$ cat config.mk
export PLATFORM = sky130hd
export DESIGN_NAME = pend_best_scan
export DESIGN_NICKNAME = d
export VERILOG_FILES = /design/src/rtl/pend_scan_pkg.sv /design/src/rtl/pend_bit_pick.sv /design/src/rtl/pend_prio_eval.sv /design/src/rtl/pend_mem_port.sv /design/src/rtl/pend_best_scan.sv
export SDC_FILE = /design/constraint.sdc
export NUM_CORES = 1
export LEC_CHECK = 0
export CAP_MARGIN = 10
export CELL_PAD_IN_SITES_DETAIL_PLACEMENT = 1
export CELL_PAD_IN_SITES_GLOBAL_PLACEMENT = 1
export CORE_UTILIZATION = 41
export CTS_CLUSTER_SIZE = 20
export DETAILED_ROUTE_END_ITERATION = 12
export HOLD_SLACK_MARGIN = 0.12
export PLACE_DENSITY = 0.9
export SLEW_MARGIN = 15
export SYNTH_ARGS = -nofsm -noshare
export SYNTH_HDL_FRONTEND = slang
export SYNTH_SLANG_ARGS = --single-unit
$ cat constraint.sdc
create_clock -name clk -period 5.13 [get_ports clk]
set_input_delay 1.026 -clock clk [delete_from_list [all_inputs] [get_ports clk]]
set_output_delay 1.026 -clock clk [all_outputs]
set_load 0.05 [all_outputs]
$ cat src/rtl/pend_scan_pkg.sv
package pend_scan_pkg;
  typedef enum logic [1:0] {
    OP_SCAN = 2'd0,
    OP_SET  = 2'd1,
    OP_CLR  = 2'd2,
    OP_MOVE = 2'd3
  } scan_op_e;

  typedef enum logic [3:0] {
    S_IDLE, S_SC_INIT, S_SC_RD, S_SC_BIT, S_SC_CFG,
    S_UP_RD, S_UP_WR, S_UP_CFG,
    S_MV_RDS, S_MV_RDD, S_MV_WRD, S_MV_WRS, S_FIN
  } scan_st_e;

  localparam logic [7:0] PRIO_FIELD_MASK = 8'hFC;
  localparam logic [7:0] PRIO_EMPTY      = 8'hFF;
endpackage

$ cat src/rtl/pend_bit_pick.sv
module pend_bit_pick #(
  parameter int W  = 8,
  parameter int IW = $clog2(W)
) (
  input  logic [W-1:0]  vec,
  output logic [IW-1:0] idx
);
  // lowest set bit wins: walk downward so the last hit is the lowest
  always_comb begin
    idx = '0;
    for (int i = W - 1; i >= 0; i--) begin
      if (vec[i]) idx = IW'(i);
    end
  end
endmodule

$ cat src/rtl/pend_prio_eval.sv
module pend_prio_eval
  import pend_scan_pkg::*;
#(
  parameter int IDW = 14
) (
  input  logic [7:0]     cfg_byte,
  input  logic           sec_off,
  input  logic [IDW-1:0] cand_id,
  input  logic [7:0]     cur_prio,
  input  logic [IDW-1:0] cur_id,
  output logic           take,
  output logic [7:0]     cand_prio
);
  logic [7:0] masked;
  logic       better;

  always_comb begin
    masked    = cfg_byte & PRIO_FIELD_MASK;
    cand_prio = sec_off ? masked : {1'b1, masked[7:1]};
    better    = (cand_prio < cur_prio) ||
                ((cand_prio == cur_prio) && (cand_id <= cur_id));
    take      = cfg_byte[0] && better;
  end
endmodule

$ cat src/rtl/pend_mem_port.sv
module pend_mem_port #(
  parameter int AW = 20
) (
  input  logic          clk,
  input  logic          rst,
  input  logic          go,
  input  logic          go_we,
  input  logic [AW-1:0] go_addr,
  input  logic [7:0]    go_wdata,
  output logic          fin,
  output logic [7:0]    rd_byte,
  output logic          mem_req,
  output logic          mem_we,
  output logic [AW-1:0] mem_addr,
  output logic [7:0]    mem_wdata,
  input  logic          mem_ack,
  input  logic [7:0]    mem_rdata
);
  always_ff @(posedge clk) begin
    if (rst) begin
      mem_req   <= 1'b0;
      mem_we    <= 1'b0;
      mem_addr  <= '0;
      mem_wdata <= '0;
      fin       <= 1'b0;
      rd_byte   <= '0;
    end else begin
      fin <= 1'b0;
      if (mem_req) begin
        if (mem_ack) begin
          mem_req <= 1'b0;
          fin     <= 1'b1;
          rd_byte <= mem_rdata;
        end
      end else if (go) begin
        mem_req   <= 1'b1;
        mem_we    <= go_we;
        mem_addr  <= go_addr;
        mem_wdata <= go_wdata;
      end
    end
  end
endmodule

$ cat src/rtl/pend_best_scan.sv
module pend_best_scan
  import pend_scan_pkg::*;
#(
  parameter int AW          = 20,
  parameter int IMPL_IDBITS = 13,
  parameter int IDF_W       = 5,
  parameter int LPI_BASE    = 8192
) (
  input  logic                   clk,
  input  logic                   rst,
  input  logic                   msg_en,
  input  logic                   peer_msg_en,
  input  logic                   sec_off,
  input  logic [IDF_W-1:0]       id_bits,
  input  logic [IDF_W-1:0]       peer_id_bits,
  input  logic [AW-1:0]          prop_base,
  input  logic [AW-1:0]          pend_base,
  input  logic [AW-1:0]          peer_pend_base,
  input  logic                   cmd_valid,
  input  logic [1:0]             cmd_op,
  input  logic [IMPL_IDBITS:0]   cmd_id,
  output logic                   mem_req,
  output logic                   mem_we,
  output logic [AW-1:0]          mem_addr,
  output logic [7:0]             mem_wdata,
  input  logic                   mem_ack,
  input  logic [7:0]             mem_rdata,
  output logic                   busy,
  output logic                   done,
  output logic [IMPL_IDBITS:0]   best_id,
  output logic [7:0]             best_prio
);
  localparam int IDW = IMPL_IDBITS + 1;
  localparam int BW  = IDW - 3;
  localparam logic [BW:0]      FIRST_B = (BW+1)'(LPI_BASE / 8);
  localparam logic [IDW-1:0]   LPI_ID  = IDW'(LPI_BASE);
  localparam logic [IDF_W-1:0] IMPL_F  = IDF_W'(IMPL_IDBITS);

  // number of pending-table bytes for a programmed ID-bits field
  function automatic logic [BW:0] tbl_bytes(input logic [IDF_W-1:0] f);
    logic [IDF_W-1:0] e;
    e = (f > IMPL_F) ? IMPL_F : f;
    if (e < IDF_W'(2)) return '0;
    return (BW+1)'(1) << (e - IDF_W'(2));
  endfunction

  scan_st_e       st;
  logic           mem_wait;
  logic [BW:0]    byte_idx, lim_q;
  logic [7:0]     work, src_b;
  logic [IDW-1:0] cur_id, best_id_q;
  logic [7:0]     best_prio_q;
  logic           upd_set, busy_q, done_q;

  logic [BW:0]    lim_own, lim_peer, lim_move;
  logic           last_byte, id_ok;
  logic [2:0]     pick;
  logic [7:0]     upd_mask;

  logic           m_go, m_we, m_fin;
  logic [AW-1:0]  m_addr;
  logic [7:0]     m_wd, m_rd;
  logic           take;
  logic [7:0]     cand_prio;

  always_comb begin
    lim_own   = tbl_bytes(id_bits);
    lim_peer  = tbl_bytes(peer_id_bits);
    lim_move  = (lim_peer < lim_own) ? lim_peer : lim_own;
    last_byte = (byte_idx == lim_q - 1'b1);
    id_ok     = (cmd_id >= LPI_ID) && ({1'b0, cmd_id[IDW-1:3]} < lim_own);
    upd_mask  = 8'(1) << cur_id[2:0];
  end

  pend_bit_pick #(.W(8)) u_pick (
    .vec (work),
    .idx (pick)
  );

  pend_prio_eval #(.IDW(IDW)) u_eval (
    .cfg_byte  (m_rd),
    .sec_off   (sec_off),
    .cand_id   (cur_id),
    .cur_prio  (best_prio_q),
    .cur_id    (best_id_q),
    .take      (take),
    .cand_prio (cand_prio)
  );

  // memory request selection per state
  always_comb begin
    m_go   = 1'b0;
    m_we   = 1'b0;
    m_addr = '0;
    m_wd   = '0;
    unique case (st)
      S_SC_RD: begin
        m_go   = 1'b1;
        m_addr = pend_base + AW'(byte_idx);
      end
      S_SC_CFG, S_UP_CFG: begin
        m_go   = 1'b1;
        m_addr = prop_base + AW'(cur_id - LPI_ID);
      end
      S_UP_RD: begin
        m_go   = 1'b1;
        m_addr = pend_base + AW'(cur_id[IDW-1:3]);
      end
      S_UP_WR: begin
        m_go   = 1'b1;
        m_we   = 1'b1;
        m_addr = pend_base + AW'(cur_id[IDW-1:3]);
        m_wd   = upd_set ? (work | upd_mask) : (work & ~upd_mask);
      end
      S_MV_RDS: begin
        m_go   = 1'b1;
        m_addr = peer_pend_base + AW'(byte_idx);
      end
      S_MV_RDD: begin
        m_go   = 1'b1;
        m_addr = pend_base + AW'(byte_idx);
      end
      S_MV_WRD: begin
        m_go   = 1'b1;
        m_we   = 1'b1;
        m_addr = pend_base + AW'(byte_idx);
        m_wd   = work | src_b;
      end
      S_MV_WRS: begin
        m_go   = 1'b1;
        m_we   = 1'b1;
        m_addr = peer_pend_base + AW'(byte_idx);
        m_wd   = 8'h00;
      end
      default: m_go = 1'b0;
    endcase
    m_go = m_go && !mem_wait;
  end

  pend_mem_port #(.AW(AW)) u_port (
    .clk       (clk),
    .rst       (rst),
    .go        (m_go),
    .go_we     (m_we),
    .go_addr   (m_addr),
    .go_wdata  (m_wd),
    .fin       (m_fin),
    .rd_byte   (m_rd),
    .mem_req   (mem_req),
    .mem_we    (mem_we),
    .mem_addr  (mem_addr),
    .mem_wdata (mem_wdata),
    .mem_ack   (mem_ack),
    .mem_rdata (mem_rdata)
  );

  always_ff @(posedge clk) begin
    if (rst) begin
      st          <= S_IDLE;
      mem_wait    <= 1'b0;
      byte_idx    <= '0;
      lim_q       <= '0;
      work        <= '0;
      src_b       <= '0;
      cur_id      <= '0;
      upd_set     <= 1'b0;
      best_id_q   <= '0;
      best_prio_q <= PRIO_EMPTY;
      busy_q      <= 1'b0;
      done_q      <= 1'b0;
    end else begin
      done_q <= 1'b0;
      if (m_go) mem_wait <= 1'b1;
      else if (m_fin) mem_wait <= 1'b0;

      unique case (st)
        S_IDLE: if (cmd_valid) begin
          busy_q <= 1'b1;
          unique case (scan_op_e'(cmd_op))
            OP_SCAN: st <= S_SC_INIT;
            OP_SET, OP_CLR: begin
              cur_id  <= cmd_id;
              upd_set <= (cmd_op == OP_SET);
              st      <= (msg_en && id_ok) ? S_UP_RD : S_FIN;
            end
            default: begin
              byte_idx <= FIRST_B;
              lim_q    <= lim_move;
              if (!(msg_en && peer_msg_en)) st <= S_FIN;
              else st <= (lim_move > FIRST_B) ? S_MV_RDS : S_SC_INIT;
            end
          endcase
        end
        S_SC_INIT: begin
          if (!msg_en) st <= S_FIN;
          else begin
            best_prio_q <= PRIO_EMPTY;
            best_id_q   <= '0;
            byte_idx    <= FIRST_B;
            lim_q       <= lim_own;
            st          <= (lim_own > FIRST_B) ? S_SC_RD : S_FIN;
          end
        end
        S_SC_RD: if (m_fin) begin
          work <= m_rd;
          st   <= S_SC_BIT;
        end
        S_SC_BIT: begin
          if (work == 8'h00) begin
            if (last_byte) st <= S_FIN;
            else begin
              byte_idx <= byte_idx + 1'b1;
              st       <= S_SC_RD;
            end
          end else begin
            cur_id <= {byte_idx[BW-1:0], pick};
            work   <= work & ~(8'(1) << pick);
            st     <= S_SC_CFG;
          end
        end
        S_SC_CFG: if (m_fin) begin
          if (take) begin
            best_id_q   <= cur_id;
            best_prio_q <= cand_prio;
          end
          st <= S_SC_BIT;
        end
        S_UP_RD: if (m_fin) begin
          work <= m_rd;
          st   <= ((m_rd & upd_mask) != 8'h00) == upd_set ? S_FIN : S_UP_WR;
        end
        S_UP_WR: if (m_fin) begin
          if (upd_set) st <= S_UP_CFG;
          else st <= (cur_id == best_id_q) ? S_SC_INIT : S_FIN;
        end
        S_UP_CFG: if (m_fin) begin
          if (take) begin
            best_id_q   <= cur_id;
            best_prio_q <= cand_prio;
          end
          st <= S_FIN;
        end
        S_MV_RDS: if (m_fin) begin
          src_b <= m_rd;
          if (m_rd != 8'h00) st <= S_MV_RDD;
          else if (last_byte) st <= S_SC_INIT;
          else begin
            byte_idx <= byte_idx + 1'b1;
            st       <= S_MV_RDS;
          end
        end
        S_MV_RDD: if (m_fin) begin
          work <= m_rd;
          st   <= S_MV_WRD;
        end
        S_MV_WRD: if (m_fin) st <= S_MV_WRS;
        S_MV_WRS: if (m_fin) begin
          if (last_byte) st <= S_SC_INIT;
          else begin
            byte_idx <= byte_idx + 1'b1;
            st       <= S_MV_RDS;
          end
        end
        default: begin
          busy_q <= 1'b0;
          done_q <= 1'b1;
          st     <= S_IDLE;
        end
      endcase
    end
  end

  assign busy      = busy_q;
  assign done      = done_q;
  assign best_id   = best_id_q;
  assign best_prio = best_prio_q;
endmodule

==> results.cfg <==
[status]
status = finished clean

[cts]
clockRootBuffer = clkbuf_16
cts_buffers = 17
htreeDepth = 4
cts.sinks = 123
post_cts_resize_count = 0
cts_setup_buffers = 0
clockBufferDepth = 2
cts_hold_buffers = 0
cts_tree = done
clk_pin_slew_ns = 0.06
clk_latency_ns = 0.43

[sta]
relSlewSlack_pct = 30.7
final.setup.worst_slack_ns = 0.936
setup_tns_ns = 0
setup_viol = 0
period_needed_ns = 4.19
hold_violations = 0
slew_violations = 0
tightest_slew_ns = 1.04
final.setup_skew_ns = 0.00904
max_freq_mhz = 238
fin_crit_sh_pct = 81.8
rsz0062_at_grt = no
whs_ns = 0.463

[pwr]
leakage_nw = 4.94
ir_worst_vdd_v = 0.000364
power-per-cell-area_nw_per_um2 = 524
finalPower_mw = 6.55

[critical_path]
critPathMaxFanout = 16
startpoint = id_bits[3]
r2r_cells = 14
critPathKind = in2reg
r2r_end = u_port.mem_addr[14]
reg2reg_slack_ns = 0.98
endpoint_kind = flip-flop
crit_end = lim_q[5]
worstPathArrival_ns = 4.54
r2r_start = st[0]
cp.required_ns = 5.47
start_kind = input port

[die]
start_util_pct = 41.7
coreArea_um2 = 24200
die_x_um = 159
fp-row-count = 57
die_area_um2 = 25300
die_h_um = 159
ioPinCount = 155

[final_layout]
fillCellCount = 3027
area_delta_synth_final_pct = 23.7
nNetsFinal = 1646
post-route-util_pct = 51.6
antennaDiodeCount = 0
drive_gt1_share_pct = 5.80
stdcell_area_um2 = 12500
instances_no_fill = 1790

[routing]
drcViolationCount = 0
dr.pass1.iters = 6
via_count = 11200
avgRoutedWirePerCell_um = 21.8
vias_per_cell = 6.23
drt-initial-drc-count = 1015
final_antenna_net_count = 0
routed_wl_um = 39000

[place]
dp_hpwl_um = 29000
post-place-ws_ns = 0.615
place_congestion = 0.912
dpl_cell_area_um2 = 11900
io_buffers = 154
dpl.cell_count = 1758

[yosys]
synth_edf_count = 0
ys.flop_type = dfxtp_1
ys_ff_latch = 123
async_flop_share_pct = 0
yosysTopAreaCellShare_pct = 24.4
yosysSeqAreaShare_pct = 24.4
yosysTopAreaCell = dfxtp_1
yosysWarnings = 0
ys_types = 87
syn_nets = 1521
synth_area_um2 = 10100
synthCells = 1328
synth_area_leaders = dfxtp_1 (24%), ha_1 (11%), nor2_1 (5.8%)
synth.avg_cell_area_um2 = 7.61

[grt]
antenna_found_initial = 0
gr-total-overflow = 0
grt_max_degree = 56
grt_pass1_vias = 11300
grt_pass1_wl_um = 61200
grt.total_usage_pct = 30.3

[hold_path]
hp-class = reg2reg

[flow_run]
drv_cap = 0
[synthesized netlist by cell type, types with 28 or more instances]
| library cell | count |
|---|---|
| inv_1 | 59 |
| dfxtp_1 | 123 |
| a21oi_1 | 106 |
| nor2_1 | 156 |
| clkbuf_1 | 48 |
| a211oi_1 | 39 |
| nor3_1 | 41 |
| o21ai_0 | 55 |
| ha_1 | 89 |
| nand2_1 | 129 |
| nand3_1 | 38 |
| xor2_1 | 28 |
| xnor2_1 | 33 |
[sequential cells by signal, summed over array words and instances, names as in the netlist, 4 cells and up]
register          count
u_port.mem_addr      20
best_id              14
cur_id               14
byte_idx             12
lim_q                12
best_prio             8
src_b                 8
u_port.mem_wdata      8
u_port.rd_byte        8
work                  8
st                    4
[where the power goes]
part	internal [mW]	switching, mW	total [mW]
sequential	1.18	0.347	1.53
clock	0.683	0.527	1.21
combinational	1.39	2.42	3.81
[final cells by class]
class	count	area (um^2)	area share, %
clock buffer	17	425	3.40
clock inverter	15	148	1.18
inverter	59	221	1.77
multi-input combinational	1080	7170	57.3
sequential	123	2460	19.7
tap	324	405	3.24
timing repair buffer	172	1670	13.4
[worst max-delay path, stage by stage]
cell,delay [ns]
clkdlybuf4s50_1,0.54
nor3b_1,0.47
nand3_1,0.25
ha_1,0.36
a21o_1,0.16
a211o_1,0.31
a211oi_1,0.18
a21oi_1,0.13
a21oi_1,0.47
buf_4,0.31
a21oi_1,0.09
a211oi_1,0.24
[logic make-up after synthesis]
group,count (synthesis),synth area share (%)
fa+ha+maj,92,11.6
compound gates,396,27.0
simple gates,506,24.3
mux,25,2.54
xor+xnor,61,5.28
buf+inv,125,4.91
flops,123,24.4
[cells in the final DEF, fill, tap and decap left out, types with 19 or more instances in the layout]
master	n
a211oi_1	39
a21oi_1	106
and3_1	21
buf_4	19
clkdlybuf4s50_1	153
dfxtp_1	123
ha_1	89
inv_1	59
mux2i_1	20
nand2_1	129
nand3_1	38
nand4_1	21
nor2_1	155
nor3_1	41
o211ai_1	19
o21ai_0	55
xnor2_1	33
xor2_1	28
[worst min path at each step]
stage | start | end | slack (ns) | cells after the start
4_1_cts | mem_wait | mem_wait | 0.47 | 2
3_3_place_gp | mem_wait | mem_wait | 0.44 | 2
5_1_grt | u_port.mem_we | u_port.mem_we | 0.49 | 2
2_1_floorplan | mem_wait | mem_wait | 0.44 | 2
3_5_place_dp | mem_wait | mem_wait | 0.46 | 2
6_report | mem_wait | mem_wait | 0.46 | 2
[metal layers]
| layer | vias to the layer above | routed length (um) | GRT usage [%] |
|---|---|---|---|
| met5 | - | 0 | 0 |
| met4 | 0 | 1840 | 15.1 |
| met3 | 122 | 2410 | 5.11 |
| met2 | 435 | 18500 | 51.1 |
| met1 | 5435 | 16300 | 37.3 |
| li1 | 5164 | - | - |
No activity file was read; power rests on OpenSTA's default activity.
